[src/rtl/mw_pkg.sv]
`timescale 1ns/1ps
package mw_pkg;

    localparam int MW_AW    = 6;
    localparam int MW_DW    = 16;
    localparam int MW_HDR   = 1 + 2 + MW_AW;
    localparam int MW_FRAME = MW_HDR + MW_DW;
    localparam int MW_LW    = $clog2(MW_FRAME + 1);

    typedef enum logic [2:0] {
        OP_RD   = 3'd0,
        OP_WR   = 3'd1,
        OP_ER   = 3'd2,
        OP_EN   = 3'd3,
        OP_DIS  = 3'd4,
        OP_WALL = 3'd5,
        OP_EALL = 3'd6
    } mw_op_e;

    typedef struct packed {
        logic [MW_FRAME-1:0] bits;
        logic [MW_LW-1:0]    len;
        logic                modifies;
        logic                reads;
    } mw_frame_t;

    function automatic mw_frame_t mw_build(input logic [2:0] code,
                                           input logic [MW_AW-1:0] a,
                                           input logic [MW_DW-1:0] d);
        mw_frame_t       f;
        logic [1:0]      opc;
        logic [MW_AW-1:0] ad;
        logic            with_data;
        ad         = a;
        with_data  = 1'b0;
        f.modifies = 1'b0;
        f.reads    = 1'b0;
        case (mw_op_e'(code))
            OP_RD: begin
                opc     = 2'b10;
                f.reads = 1'b1;
            end
            OP_WR: begin
                opc        = 2'b01;
                with_data  = 1'b1;
                f.modifies = 1'b1;
            end
            OP_ER: begin
                opc        = 2'b11;
                f.modifies = 1'b1;
            end
            OP_WALL: begin
                opc        = 2'b00;
                ad         = {2'b01, {(MW_AW-2){1'b0}}};
                with_data  = 1'b1;
                f.modifies = 1'b1;
            end
            OP_EALL: begin
                opc        = 2'b00;
                ad         = {2'b10, {(MW_AW-2){1'b0}}};
                f.modifies = 1'b1;
            end
            OP_EN: begin
                opc = 2'b00;
                ad  = {2'b11, {(MW_AW-2){1'b0}}};
            end
            default: begin
                opc = 2'b00;
                ad  = {MW_AW{1'b0}};
            end
        endcase
        f.bits = {1'b1, opc, ad, (with_data ? d : {MW_DW{1'b0}})};
        f.len  = (with_data || f.reads) ? MW_LW'(MW_FRAME) : MW_LW'(MW_HDR);
        return f;
    endfunction

endpackage

[src/rtl/mw_tick.sv]
`timescale 1ns/1ps
module mw_tick #(
    parameter int HALF = 8
) (
    input  logic clk,
    input  logic rst,
    input  logic en,
    output logic tick
);
    localparam int CW = $clog2(HALF + 1);

    logic [CW-1:0] cnt;

    always_ff @(posedge clk) begin
        if (rst || !en)
            cnt <= '0;
        else if (cnt == CW'(HALF - 1))
            cnt <= '0;
        else
            cnt <= cnt + 1'b1;
    end

    assign tick = en && (cnt == CW'(HALF - 1));
endmodule

[src/rtl/mw_sync.sv]
`timescale 1ns/1ps
module mw_sync #(
    parameter int STAGES = 2
) (
    input  logic clk,
    input  logic rst,
    input  logic d,
    output logic q
);
    logic [STAGES-1:0] r;

    generate
        if (STAGES == 1) begin : g_one
            always_ff @(posedge clk) begin
                if (rst) r <= '0;
                else     r <= d;
            end
        end else begin : g_chain
            always_ff @(posedge clk) begin
                if (rst) r <= '0;
                else     r <= {r[STAGES-2:0], d};
            end
        end
    endgenerate

    assign q = r[STAGES-1];
endmodule

[src/rtl/mw_rx.sv]
`timescale 1ns/1ps
module mw_rx #(
    parameter int W = 16
) (
    input  logic         clk,
    input  logic         rst,
    input  logic         cap,
    input  logic         bit_in,
    output logic [W-1:0] word
);
    always_ff @(posedge clk) begin
        if (rst)
            word <= '0;
        else if (cap)
            word <= {word[W-2:0], bit_in};
    end
endmodule

[src/rtl/mw_eeprom_host.sv]
`timescale 1ns/1ps
module mw_eeprom_host
    import mw_pkg::*;
#(
    parameter int SK_HALF     = 8,
    parameter int CS_LOW_MIN  = 8,
    parameter int POLL_LIMIT  = 100000,
    parameter int SYNC_STAGES = 2
) (
    input  logic                clk,
    input  logic                rst,
    input  logic                cmd_valid,
    output logic                cmd_ready,
    input  logic [2:0]          cmd_op,
    input  logic [MW_AW-1:0]    cmd_addr,
    input  logic [MW_DW-1:0]    cmd_wdata,
    output logic [MW_DW-1:0]    rd_data,
    output logic                done,
    output logic                busy,
    output logic                err,
    output logic                mw_cs,
    output logic                mw_sk,
    output logic                mw_di,
    input  logic                mw_do
);
    localparam int WCW      = $clog2(CS_LOW_MIN + 1);
    localparam int PCW      = $clog2(POLL_LIMIT + 1);
    localparam int RX_FIRST = MW_HDR + 1;

    typedef enum logic [2:0] {
        ST_IDLE, ST_LEAD, ST_SHIFT, ST_GAP, ST_POLL, ST_CLR_LO, ST_CLR_HI, ST_TAIL
    } st_e;

    st_e                 state;
    mw_frame_t           nxt_fr;
    logic [MW_FRAME-1:0] sh;
    logic [MW_LW-1:0]    len;
    logic [MW_LW-1:0]    rises;
    logic [WCW-1:0]      wcnt;
    logic [PCW-1:0]      pcnt;
    logic                is_mod;
    logic                is_rd;
    logic                tick;
    logic                tick_en;
    logic                do_s;
    logic                rx_cap;
    logic [MW_DW-1:0]    rx_word;

    always_comb nxt_fr = mw_build(cmd_op, cmd_addr, cmd_wdata);

    assign tick_en = (state == ST_LEAD) || (state == ST_SHIFT) || (state == ST_POLL) ||
                     (state == ST_CLR_LO) || (state == ST_CLR_HI);

    mw_tick #(.HALF(SK_HALF)) i_tick (
        .clk (clk),
        .rst (rst),
        .en  (tick_en),
        .tick(tick)
    );

    mw_sync #(.STAGES(SYNC_STAGES)) i_sync (
        .clk(clk),
        .rst(rst),
        .d  (mw_do),
        .q  (do_s)
    );

    assign rx_cap = tick && (state == ST_SHIFT) && mw_sk && is_rd &&
                    (rises >= MW_LW'(RX_FIRST));

    mw_rx #(.W(MW_DW)) i_rx (
        .clk   (clk),
        .rst   (rst),
        .cap   (rx_cap),
        .bit_in(do_s),
        .word  (rx_word)
    );

    assign cmd_ready = (state == ST_IDLE);
    assign busy      = (state != ST_IDLE);

    always_ff @(posedge clk) begin
        if (rst) begin
            state   <= ST_IDLE;
            mw_cs   <= 1'b0;
            mw_sk   <= 1'b0;
            mw_di   <= 1'b0;
            sh      <= '0;
            len     <= '0;
            rises   <= '0;
            wcnt    <= '0;
            pcnt    <= '0;
            is_mod  <= 1'b0;
            is_rd   <= 1'b0;
            err     <= 1'b0;
            done    <= 1'b0;
            rd_data <= '0;
        end else begin
            done <= 1'b0;
            unique case (state)
                ST_IDLE: begin
                    if (cmd_valid) begin
                        sh     <= nxt_fr.bits;
                        len    <= nxt_fr.len;
                        is_mod <= nxt_fr.modifies;
                        is_rd  <= nxt_fr.reads;
                        mw_di  <= nxt_fr.bits[MW_FRAME-1];
                        mw_cs  <= 1'b1;
                        rises  <= '0;
                        err    <= 1'b0;
                        state  <= ST_LEAD;
                    end
                end
                ST_LEAD: begin
                    if (tick) begin
                        mw_sk <= 1'b1;
                        rises <= MW_LW'(1);
                        state <= ST_SHIFT;
                    end
                end
                ST_SHIFT: begin
                    if (tick) begin
                        if (mw_sk) begin
                            mw_sk <= 1'b0;
                            if (rises == len) begin
                                mw_cs <= 1'b0;
                                mw_di <= 1'b0;
                                wcnt  <= '0;
                                state <= is_mod ? ST_GAP : ST_TAIL;
                            end else begin
                                sh    <= {sh[MW_FRAME-2:0], 1'b0};
                                mw_di <= sh[MW_FRAME-2];
                            end
                        end else begin
                            mw_sk <= 1'b1;
                            rises <= rises + 1'b1;
                        end
                    end
                end
                ST_GAP: begin
                    if (wcnt == WCW'(CS_LOW_MIN - 1)) begin
                        mw_cs <= 1'b1;
                        pcnt  <= '0;
                        state <= ST_POLL;
                    end else begin
                        wcnt <= wcnt + 1'b1;
                    end
                end
                ST_POLL: begin
                    if (tick && do_s) begin
                        mw_di <= 1'b1;
                        state <= ST_CLR_LO;
                    end else if (pcnt == PCW'(POLL_LIMIT - 1)) begin
                        mw_cs <= 1'b0;
                        err   <= 1'b1;
                        wcnt  <= '0;
                        state <= ST_TAIL;
                    end else begin
                        pcnt <= pcnt + 1'b1;
                    end
                end
                ST_CLR_LO: begin
                    if (tick) begin
                        mw_sk <= 1'b1;
                        state <= ST_CLR_HI;
                    end
                end
                ST_CLR_HI: begin
                    if (tick) begin
                        mw_sk <= 1'b0;
                        mw_cs <= 1'b0;
                        mw_di <= 1'b0;
                        wcnt  <= '0;
                        state <= ST_TAIL;
                    end
                end
                ST_TAIL: begin
                    if (wcnt == WCW'(CS_LOW_MIN - 1)) begin
                        done  <= 1'b1;
                        state <= ST_IDLE;
                        if (is_rd)
                            rd_data <= rx_word;
                    end else begin
                        wcnt <= wcnt + 1'b1;
                    end
                end
                default: state <= ST_IDLE;
            endcase
        end
    end
endmodule

[config.mk]
export PLATFORM = sky130hd
export DESIGN_NAME = mw_eeprom_host
export DESIGN_NICKNAME = d
export VERILOG_FILES = /design/src/rtl/mw_pkg.sv /design/src/rtl/mw_tick.sv /design/src/rtl/mw_sync.sv /design/src/rtl/mw_rx.sv /design/src/rtl/mw_eeprom_host.sv
export SDC_FILE = /design/constraint.sdc
export NUM_CORES = 1
export LEC_CHECK = 0
export BUFFER_PORTS_ARGS = -buffer_cell sky130_fd_sc_hd__clkbuf_2
export CAP_MARGIN = 20
export CORE_MARGIN = 8
export CORE_UTILIZATION = 63
export CTS_CLUSTER_SIZE = 20
export DETAILED_ROUTE_END_ITERATION = 10
export GPL_ROUTABILITY_DRIVEN = 0
export MAX_ROUTING_LAYER = met4
export PLACE_DENSITY_LB_ADDON = 0.3
export SKIP_LAST_GASP = 1
export SLEW_MARGIN = 20
export SYNTH_ARGS = -nofsm -noshare
export SYNTH_HDL_FRONTEND = slang
export SYNTH_SLANG_ARGS = --single-unit
[constraint.sdc]
create_clock -name clk -period 2.9 [get_ports clk]
set_input_delay 0.29 -clock clk [delete_from_list [all_inputs] [get_ports clk]]
set_output_delay 0.29 -clock clk [all_outputs]
set_load 0.005 [all_outputs]
======== After elaboration in Yosys (flattened, before gate mapping) ========
Index checks and enable logic that the tools add are counted.
storage, ports and cells
  register bits ........................... 103
  input port bits ......................... 29
  output and inout bits ................... 23
  word-level logic and storage cells ...... 164
operators by class
  add/sub/neg operators ................... 4
  magnitude comparators ................... 1
  equality and inequality tests ........... 34
  mux-type cells .......................... 65
  bitwise gates (word level) .............. 1
  reductions and logical operators ........ 42
operator list
  kind                                            count
  2-to-1 mux 24 bit                               4
  2-to-1 mux 17 bit                               3
  one-hot mux 24 bit (2 select lines)             1
  2-to-1 mux 3 bit                                12
  one-hot mux 17 bit (2 select lines)             1
  2-to-1 mux 4 bit                                7
  != test 2 bit (second input constant)           13
  2-to-1 mux 5 bit                                5
  one-hot mux 3 bit (8 select lines)              1
  one-hot mux 6 bit (4 select lines)              1
  2-to-1 mux 1 bit                                22
  == test 3 bit (second input constant)           6
  adder 17 x 1 -> 17 bit (second input constant)  1
  == test 17 bit (second input constant)          1
  2-to-1 mux 16 bit                               1
  one-hot mux 4 bit (4 select lines)              1
  one-hot mux 5 bit (3 select lines)              1
  == test 3 x 2 -> 1 bit (second input constant)  4
  AND reduction 4 bit                             3
  AND reduction 10 bit                            1
  AND reduction 5 bit                             2
  OR reduction 2 bit                              5
  AND reduction 9 bit                             1
  nonzero test 3 bit                              3
  other kinds (27)                                47

======== Logic depth before layout (Yosys ltp) ========
Gate-level depths: netlist of the first run.
  depth after elaboration ................. 10
  mapped depth ............................ 9
  gate-level depth less buffers ........... 7

======== By module ========
A second synthesis of the first run with hierarchy kept.
second synthesis, totals
  cells, all modules ...................... 553
  area total of the unflattened synthesis .. 4606.9 µm²
modules (own cells, without submodules)
  module          instances  cells each  area each (µm²)  sequential area each (µm²)
  mw_eeprom_host  1          480         3807.4           1561.5
  mw_rx           1          52          580.6            320.3
  mw_tick         1          17          166.4            80.1
  mw_sync         1          4           52.6             40.0

======== Worst setup path after synthesis of the first run ========
OpenSTA, ideal clock, no wires.
  kind .................................... register to register
  from .................................... register i_tick.cnt[0]
  to ...................................... register sh[14]
  data arrival time ....................... 1.834 ns
  required time ........................... 2.767 ns
  path slack .............................. 0.933 ns
  cell stages (with the launch flop) ...... 10
  period minus slack after synthesis ...... 1.967 ns
  cells stage by stage .................... dfxtp_1 -> ha_1 -> and3b_1 -> clkbuf_1 -> nor3_1 -> a31oi_2 -> and2_0 -> clkbuf_1 -> buf_2 -> a311oi_1
on the way
  cells in the longest elaborated chain, start to end .. 4
RTL lines
  item                           line                   RTL
  from (decl)                    mw_tick.sv:12          logic [CW-1:0] cnt;
  from (signal assigned)         mw_tick.sv:20          cnt <= cnt + 1'b1;
  == test 4 x 3 -> 1 bit         mw_tick.sv:23          assign tick = en && (cnt == CW'(HALF - 1));
  logical AND 1 bit              mw_tick.sv:23
  != test 2 bit (no line)        n/a
  AND reduction 5 bit (no line)  n/a
  to (signal assigned)           mw_eeprom_host.sv:103  sh <= nxt_fr.bits;
  to (signal assigned)           mw_eeprom_host.sv:131  sh <= {sh[MW_FRAME-2:0], 1'b0};
  to (decl)                      mw_eeprom_host.sv:36   logic [MW_FRAME-1:0] sh;
No other way between the ends.
A chain may end at the register's enable or synchronous reset.

======== Worst setup path after layout of the first run ========
  from .................................... register state[1]
  to ...................................... register pcnt[12]
on the way
  cells in the longest elaborated chain, start to end .. 9
  elaborated cells on any way between the ends .. 18
RTL lines
  item                                                                     line                   RTL
  from (decl)                                                              mw_eeprom_host.sv:34   st_e state;
  from (signal assigned)                                                   mw_eeprom_host.sv:129  state <= is_mod ? ST_GAP : ST_TAIL;
  == test 3 x 1 -> 1 bit / == test 3 x 2 -> 1 bit (equally long branches)  mw_eeprom_host.sv:51   assign tick_en = (state == ST_LEAD) || (state == ST_SHIFT) || (state == ST_POLL) ||
  logical OR 1 bit (3 in series)                                           mw_eeprom_host.sv:51
  logical OR 1 bit                                                         mw_eeprom_host.sv:52   (state == ST_CLR_LO) || (state == ST_CLR_HI);
  logical AND 1 bit                                                        mw_tick.sv:23
  logical AND 1 bit                                                        mw_eeprom_host.sv:150  if (tick && do_s) begin
  != test 2 bit (no line)                                                  n/a
  AND reduction 4 bit (no line)                                            n/a
  to (signal assigned)                                                     mw_eeprom_host.sv:159  pcnt <= pcnt + 1'b1;
  to (decl)                                                                mw_eeprom_host.sv:40   logic [PCW-1:0] pcnt;
Several ways; a longest one is shown, not always the timed one.

==> results.yml, run 1 <==
drt:
  drc_errors: 0
  drtIter0Drc: 243
  vias: 4220
  highest_layer: "met4"
  wl_met1_um: 4560
  via_per_inst: 5.96
  met2_length_um: 4830
  drt_first_pass_iters: 5
  drt_wl_total_um: 10300
  wl_per_cell_um: 14.5
  wl_met3_um: 609
  postRouteAntennaNets: 0
synthesis:
  syn_inst: 575
  yosysTopAreaCell: "dfxtp_1"
  synth_seq_area_share: 0.431
  ys_warn_count: 0
  synth_cell_type_count: 59
  yosysTopAreaCellShare: 0.431
  yosys-top-cells-area: "dfxtp_1 (43%), a21oi_1 (9.9%), nand2_1 (6.6%)"
  syn_area_sq_um: 4650
  ys_ff_latch: 100
  synthFlopType: "dfxtp_1"
  synth-edff-count: 0
  synth_area_per_cell_sq_um: 8.09
  async_flop_share: 0
  synth_nets: 609
power:
  peakVddDrop_uv: 566
  power.density_nw_per_um2: 801
  p_leak_nw: 1.77
  total_power_mw: 4.10
clock_network:
  root_buffer: "clkbuf_8"
  cts_tree: "done"
  htreeDepth: 3
  clk_latency_ps: 380
  cts_hold_buf: 0
  cts_buffers: 9
  path_clk_slew_ps: 100
  clock_sinks: 100
  cts_setup_buffers: 0
  cts_resized: 0
  clockBufferDepth: 2
layout:
  multi_input_area_sq_um: 2400
  layout-drive-gt1-share: 0.151
  fin_area_sq_um: 5110
  antenna_cells: 0
  layout_common_cells: "dfxtp_1 (100), a21oi_1 (92), nand2_1 (82)"
  fillers: 635
  area.growth.synth_to_final_pct: 9.96
  mostFrequentLayoutCell: "dfxtp_1"
  utilization: 0.709
  finalNonFillerCells: 708
  finalNetCount: 638
  regArea_sq_um: 2000
worst_setup_path:
  cp_slowest_stage_delay_ps: 670
  crit_buf_inv: 0
  cp-end-kind: "flip-flop"
  cp_slowest_cell: "dfxtp_1"
  critPathKind: "flip-flop to flip-flop"
  required_ps: 3200
  path_delay_family: "simple AND/OR/NAND/NOR gates"
  crit_path_start_kind: "flip-flop"
  cp_cell_sequence: "nand2_1 -> nor3b_1 -> o21ba_1 -> or4_1 -> a21oi_1"
  cp_data_arrival_time_ps: 2860
  crit_fanout: 30
sta:
  finalCriticalPeriod_ps: 2560
  worstMarginPinSlew_ps: 856
  timing.final.crit_share: 0.884
  slew_headroom: 0.429
  skew_ps: 11.9
  fin_ws_ps: 338
  setup_violations: 0
  setup_tns_ps: 0
  hold_viol_final: 0
  fin_hold_ws_ps: 123
  rsz0062_at_grt: "false"
  report.final.slew_viol_count: 0
  timing.fmax_mhz: 390
grt:
  grt_first_pass_wirelength_um: 17600
  antenna_found_initial: 0
  grt_pass1_vias: 3861
  grt-ovfl-total: 0
  grt_max_degree: 41
  grt_usage: 0.212
floorplanning:
  start_util: 0.644
  core_sq_um: 7210
  rows: 31
  die_h_um: 102
  die_w_um: 102
  dieArea_sq_um: 10400
  num_io_pins: 52
worst_hold_path:
  hp-class: "primary input to flip-flop"
place:
  pre_cts_ws_ps: 399
  dp.cells: 692
  post_dp_cell_area_sq_um: 4920
  port_buffers: 51
  dpl.hpwl_um: 6930
outcome:
  status: "finished, final reports clean"
job:
  maxCapViolCount: 0
[where the power goes]
group | internal, mW | switching [mW]
Clock | 0.342 | 0.539
Sequential | 1.60 | 0.171
Combinational | 0.548 | 0.892
[final timing paths]
kind              depth (start not counted)       endpoint     startpoint  slack (ps)
hold / removal                            2    i_sync.r[0]          mw_do         120
setup reg to reg                          5       pcnt[12]       state[1]         340
hold reg to reg                           1  i_tick.cnt[0]  i_tick.cnt[0]         450
setup / recovery                          5       pcnt[12]       state[1]         340
[routing by layer]
layer,vias to the layer above,global-route usage
met5,-,-
met4,0,0.107
met3,21,0.0416
met2,138,0.327
met1,1915,0.260
li1,2146,-
[cells in the mapped netlist (8+ instances only)]
cell,instances
dfxtp_1,100
a21oi_1,92
nand2_1,82
nand3_1,45
clkbuf_1,28
nor2_1,27
a311oi_1,17
buf_2,13
o31ai_1,13
or4_1,13
inv_1,12
nor3_1,11
a211oi_1,9
o21ai_0,8
[final cells by class]
type | count | area share
inverters | 13 | 0.00954
repair buffers | 63 | 0.0675
flip-flops and latches | 100 | 0.392
clock inverters | 7 | 0.0140
multi-input cells | 417 | 0.469
well taps | 99 | 0.0242
clock buffers | 9 | 0.0242
[worst reg2reg max path: stages, from the launching register on]
cell	delay (ps)
dfxtp_1	670
nand2_1	200
nor3b_1	360
o21ba_1	480
or4_1	610
a21oi_1	170
[logic make-up (layout without fill, tap and decap cells)]
kind of cell | after synthesis | in the layout | share of synthesized area
XOR/XNOR | 6 | 6 | 0.0113
adder cells (fa/ha/maj) | 5 | 5 | 0.0135
AO/OA/AOI/OAI | 166 | 166 | 0.224
flip-flops | 100 | 100 | 0.431
AND/OR/NAND/NOR | 235 | 235 | 0.255
buffers and inverters | 58 | 92 | 0.0544
multiplexers | 5 | 5 | 0.0108
[state kept, by name (all words and copies together), names as in the netlist, 2 cells and up]
signal	cells
state	3
wcnt	4
rd_data	16
i_tick.cnt	4
i_sync.r	2
sh	24
len	2
i_rx.word	16
pcnt	17
rises	5
No activity file was read; power rests on OpenSTA's default activity.
==> run 2, diff against run 1 <==
BUFFER_PORTS_ARGS = unset   (was -buffer_cell sky130_fd_sc_hd__clkbuf_2)
DONT_BUFFER_PORTS = 1   (was unset)
clock period = 2.57 ns   (was 2.9 ns; I/O delays follow)
==> run 2 against run 1 <==
  * Via count shrank 2.6%
  * Critical path depth grew 1
  * Count of clock-buffer cells in the layout is the same
  * Wire length grew 1.3%
  * Clock power grew 21%
  * Core utilization shrank 2.6 points
  * Worst setup slack lost 53 ps
  * Cell count shrank 6.6%
==> results.yml, run 2 (synthesis results as in run 1) <==
outcome:
  status: "finished, final reports clean"
grt:
  grt_first_pass_wirelength_um: 17700
  grt_pass1_vias: 3923
  grt_usage: 0.214
  grt-ovfl-total: 0
  antenna_found_initial: 0
  grt_max_degree: 72
floorplanning:
  num_io_pins: 52
  dieArea_sq_um: 10400
  rows: 31
  core_sq_um: 7210
  start_util: 0.644
  die_h_um: 102
  die_w_um: 102
drt:
  wl_per_cell_um: 15.8
  via_per_inst: 6.22
  vias: 4111
  drtIter0Drc: 223
  postRouteAntennaNets: 0
  drt_wl_total_um: 10400
  drc_errors: 0
  drt_first_pass_iters: 5
worst_setup_path:
  r2r_cells: 6
  crit_path_start_kind: "flip-flop"
  required_ps: 2820
  cp-end-kind: "flip-flop"
  rrSetupSlack_ps: 280
  crit_fanout: 16
  critPathKind: "flip-flop to flip-flop"
  cp_data_arrival_time_ps: 2540
clock_network:
  path_clk_slew_ps: 100
  clk_latency_ps: 370
  clock_sinks: 100
  clockBufferDepth: 2
  cts_tree: "done"
  htreeDepth: 3
  root_buffer: "clkbuf_8"
  cts_setup_buffers: 0
  cts_buffers: 9
layout:
  finalNetCount: 591
  top_register: "sh"
  top_regs: "sh x24, pcnt x17"
  mostFrequentLayoutCell: "dfxtp_1"
  layout_common_cells: "dfxtp_1 (100), a21oi_1 (92), nand2_1 (82)"
  area.growth.synth_to_final_pct: 5.92
  layout-drive-gt1-share: 0.0819
  fillers: 621
  multi_input_area_sq_um: 2400
  fin_area_sq_um: 4920
  antenna_cells: 0
  regArea_sq_um: 2000
  largest_reg_flops: 24
sta:
  finalCriticalPeriod_ps: 2290
  worstMarginPinSlew_ps: 584
  timing.fmax_mhz: 437
  report.final.slew_viol_count: 0
  skew_ps: 16.4
  slew_headroom: 0.609
  fin_hold_ws_ps: 28.8
  rsz0062_at_grt: "false"
  timing.final.crit_share: 0.889
  hold_viol_final: 0
  setup_violations: 0
  setup_tns_ps: 0
power:
  peakVddDrop_uv: 784
  p_switching_mw: 1.77
  pwr-share-clk: 0.229
  total_power_mw: 4.67
  p_leak_nw: 1.58
  comb_power_share: 0.348
  power.density_nw_per_um2: 948
  seq_power_share: 0.423
  intPower_mw: 2.89
  switching_share: 0.380
place:
  port_buffers: 0
  dpl.hpwl_um: 6990
  post_dp_cell_area_sq_um: 4680
worst_hold_path:
  hp-class: "primary input to flip-flop"
  holdPathStages: 1
job:
  maxCapViolCount: 0
-- run 2: cell count changes in the layout (fill, tap and decap cells not counted) --
cell        delta
inv_8          -1
o21ba_1        -1
inv_6          +1
clkbuf_2      -51
buf_4          +3
bufinv_16      +1
clkinv_4       -2
buf_16         +1
o21ba_2        +1
clkinvlp_4     +1
-- run 2: final cells by class --
cell class | instances | area share
clock buffer | 9 | 0.0252
clock inverter | 7 | 0.0180
inverter | 13 | 0.00991
multi-input combinational | 417 | 0.487
sequential | 100 | 0.407
tap | 99 | 0.0252
timing repair buffer | 16 | 0.0285
-- run 2: worst max-delay path, cell delays in order (launching register included) --
cell,delay [ps]
dfxtp_1,430
buf_4,240
nor2b_1,280
nand2b_1,260
or4_1,730
nand2_1,160
a21oi_1,70
-- run 2: final timing paths --
path	start	to
setup / recovery	state[1]	i_rx.word[14]
hold / removal	mw_do	i_sync.r[0]
setup reg to reg	state[1]	i_rx.word[14]
hold reg to reg	i_sync.r[0]	i_sync.r[1]
-- run 2: per-layer routing --
| layer | global-route usage | part of all wire | vias up |
|---|---|---|---|
| met2 | 0.335 | 0.48 | 126 |
| met5 | - | 0 | - |
| met4 | 0.0993 | 0.025 | 0 |
| li1 | - | - | 2060 |
| met3 | 0.0640 | 0.066 | 26 |
| met1 | 0.247 | 0.43 | 1899 |
-- run 2: power by group through the flow --
| stage | sequential [mW] | combinational, mW | clock (mW) |
|---|---|---|---|
| after floorplan | 1.95 | 1.31 | 0 |
| after global placement | 1.99 | 1.56 | 0 |
| after detailed placement | 2.00 | 1.59 | 0 |
| after CTS | 1.97 | 1.62 | 1.10 |
| after global routing | 2.00 | 1.84 | 1.14 |
| final | 1.97 | 1.62 | 1.07 |
-- run 2: through the flow --
| step | utilization | setup slack, ps | std cells |
|---|---|---|---|
| 2_1_floorplan | - | 603 | 575 |
| 3_3_place_gp | 0.649 | 311 | 644 |
| 3_5_place_dp | 0.649 | 186 | 644 |
| 4_1_cts | 0.683 | 148 | 661 |
| 5_1_grt | 0.683 | 113 | 661 |
| 6_report | 0.683 | 284 | 661 |
-- run 2: repair_timing --
action	CTS	global route
gates resized for setup	0	1
endpoints found under the hold margin	71	0
endpoints found under the setup margin	0	15
hold buffers	1	0
==> run 3, diff against run 2 <==
RECOVER_POWER = 50   (was unset)
==> run 3 against run 2 <==
  * Worst hold slack improved by 0.56 ps
  * Sequential power hardly changed
  * Non-clock buffer count did not move
  * Die area unchanged
  * Critical path type unchanged
  * Critical endpoint unchanged
  * Largest cell class unchanged
==> results.yml, run 3 (synthesis results as in run 1) <==
job:
  maxCapViolCount: 0
drt:
  via_per_inst: 6.18
  vias: 4083
  postRouteAntennaNets: 0
  drc_errors: 0
  wl_met3_um: 710
  drt_first_pass_iters: 5
  met2_length_um: 4930
  wl_met1_um: 4500
  drt_wl_total_um: 10400
  drtIter0Drc: 207
  highest_layer: "met4"
  wl_per_cell_um: 15.7
clock_network:
  root_buffer: "clkbuf_8"
  clock_sinks: 100
  cts_buffers: 9
  cts_setup_buffers: 0
  clk_latency_ps: 370
  clockBufferDepth: 2
  path_clk_slew_ps: 100
  cts_tree: "done"
  htreeDepth: 3
sta:
  skew_ps: 14.9
  slew_headroom: 0.465
  setup_violations: 0
  hold_viol_final: 0
  setup_tns_ps: 0
  report.final.slew_viol_count: 0
  fin_hold_ws_ps: 29.3
  timing.fmax_mhz: 437
  worstMarginPinSlew_ps: 803
  timing.final.crit_share: 0.891
  finalCriticalPeriod_ps: 2290
  rsz0062_at_grt: "false"
floorplanning:
  core_sq_um: 7210
  num_io_pins: 52
  rows: 31
  start_util: 0.644
  die_h_um: 102
  die_w_um: 102
  dieArea_sq_um: 10400
layout:
  mostFrequentLayoutCell: "dfxtp_1"
  utilization: 0.681
  area.growth.synth_to_final_pct: 5.68
  layout-drive-gt1-share: 0.0765
  finalNetCount: 591
  layout_common_cells: "dfxtp_1 (100), a21oi_1 (92), nand2_1 (82)"
  top_regs: "sh x24, pcnt x17"
  top_register: "sh"
  largest_reg_flops: 24
  fillers: 626
  antenna_cells: 0
worst_setup_path:
  crit_path_start_kind: "flip-flop"
  critPathKind: "flip-flop to flip-flop"
  cp_data_arrival_time_ps: 2540
  cp-end-kind: "flip-flop"
  required_ps: 2820
  crit_fanout: 16
power:
  p_leak_nw: 1.57
  power.density_nw_per_um2: 946
  peakVddDrop_uv: 781
grt:
  grt_max_degree: 72
  grt_first_pass_wirelength_um: 17700
  antenna_found_initial: 0
  grt_pass1_vias: 3923
  grt-ovfl-total: 0
  grt_usage: 0.214
worst_hold_path:
  hp-class: "primary input to flip-flop"
place:
  port_buffers: 0
  dpl.hpwl_um: 6990
outcome:
  status: "finished, final reports clean"
-- run 3: routing by layer --
metal  track usage  vias up
li1              -     2062
met1         0.247     1871
met2         0.335      126
met3        0.0640       24
met4        0.0993        0
met5             -        -
-- run 3: layout make-up --
type | instances | area, sq um | share of cell area
flip-flops and latches | 100 | 2000 | 0.407
multi-input cells | 417 | 2400 | 0.488
inverters | 13 | 48.8 | 0.00993
repair buffers | 16 | 129 | 0.0262
clock inverters | 7 | 88.8 | 0.0181
well taps | 99 | 124 | 0.0252
clock buffers | 9 | 124 | 0.0252
-- run 3: worst paths after layout --
kind / startpoint / endpoint / slack, ps / depth (start not counted)
min: mw_do / i_sync.r[0] / 30 / 1
min reg2reg: i_sync.r[0] / i_sync.r[1] / 440 / 1
max reg2reg: state[1] / i_rx.word[14] / 280 / 6
max: state[1] / i_rx.word[14] / 280 / 6
-- run 3: power breakdown --
group | leakage [nW] | switching, mW | internal, mW
logic | 0.654 | 1.02 | 0.594
clock network | 0.106 | 0.589 | 0.478
registers | 0.812 | 0.163 | 1.81
total | 1.57 | 1.77 | 2.88
-- run 3: critical path, stage by stage, from the launching register on --
cell	delay (ps)
dfxtp_1	420
buf_4	230
nor2b_1	290
nand2b_1	260
or4_1	730
nand2_1	160
a21oi_1	70
-- run 3: what timing repair did --
| action | 4_1_cts | 5_1_grt |
|---|---|---|
| resized for setup | 0 | 1 |
| endpoints found under the hold margin | 71 | 0 |
| endpoints found under the setup margin | 0 | 15 |
| hold buffers | 1 | 0 |
-- run 3: stage by stage --
| stage | cell area (sq um) | worst slack, ps | std cells | power [mW] |
|---|---|---|---|---|
| 3_3_place_gp | 4680 | 311 | 644 | 3.55 |
| 2_1_floorplan | 4650 | 603 | 575 | 3.26 |
| 5_1_grt | 4910 | 113 | 661 | 4.97 |
| 4_1_cts | 4920 | 148 | 661 | 4.68 |
| 6_report | 4910 | 279 | 661 | 4.65 |
| 3_5_place_dp | 4680 | 186 | 644 | 3.59 |
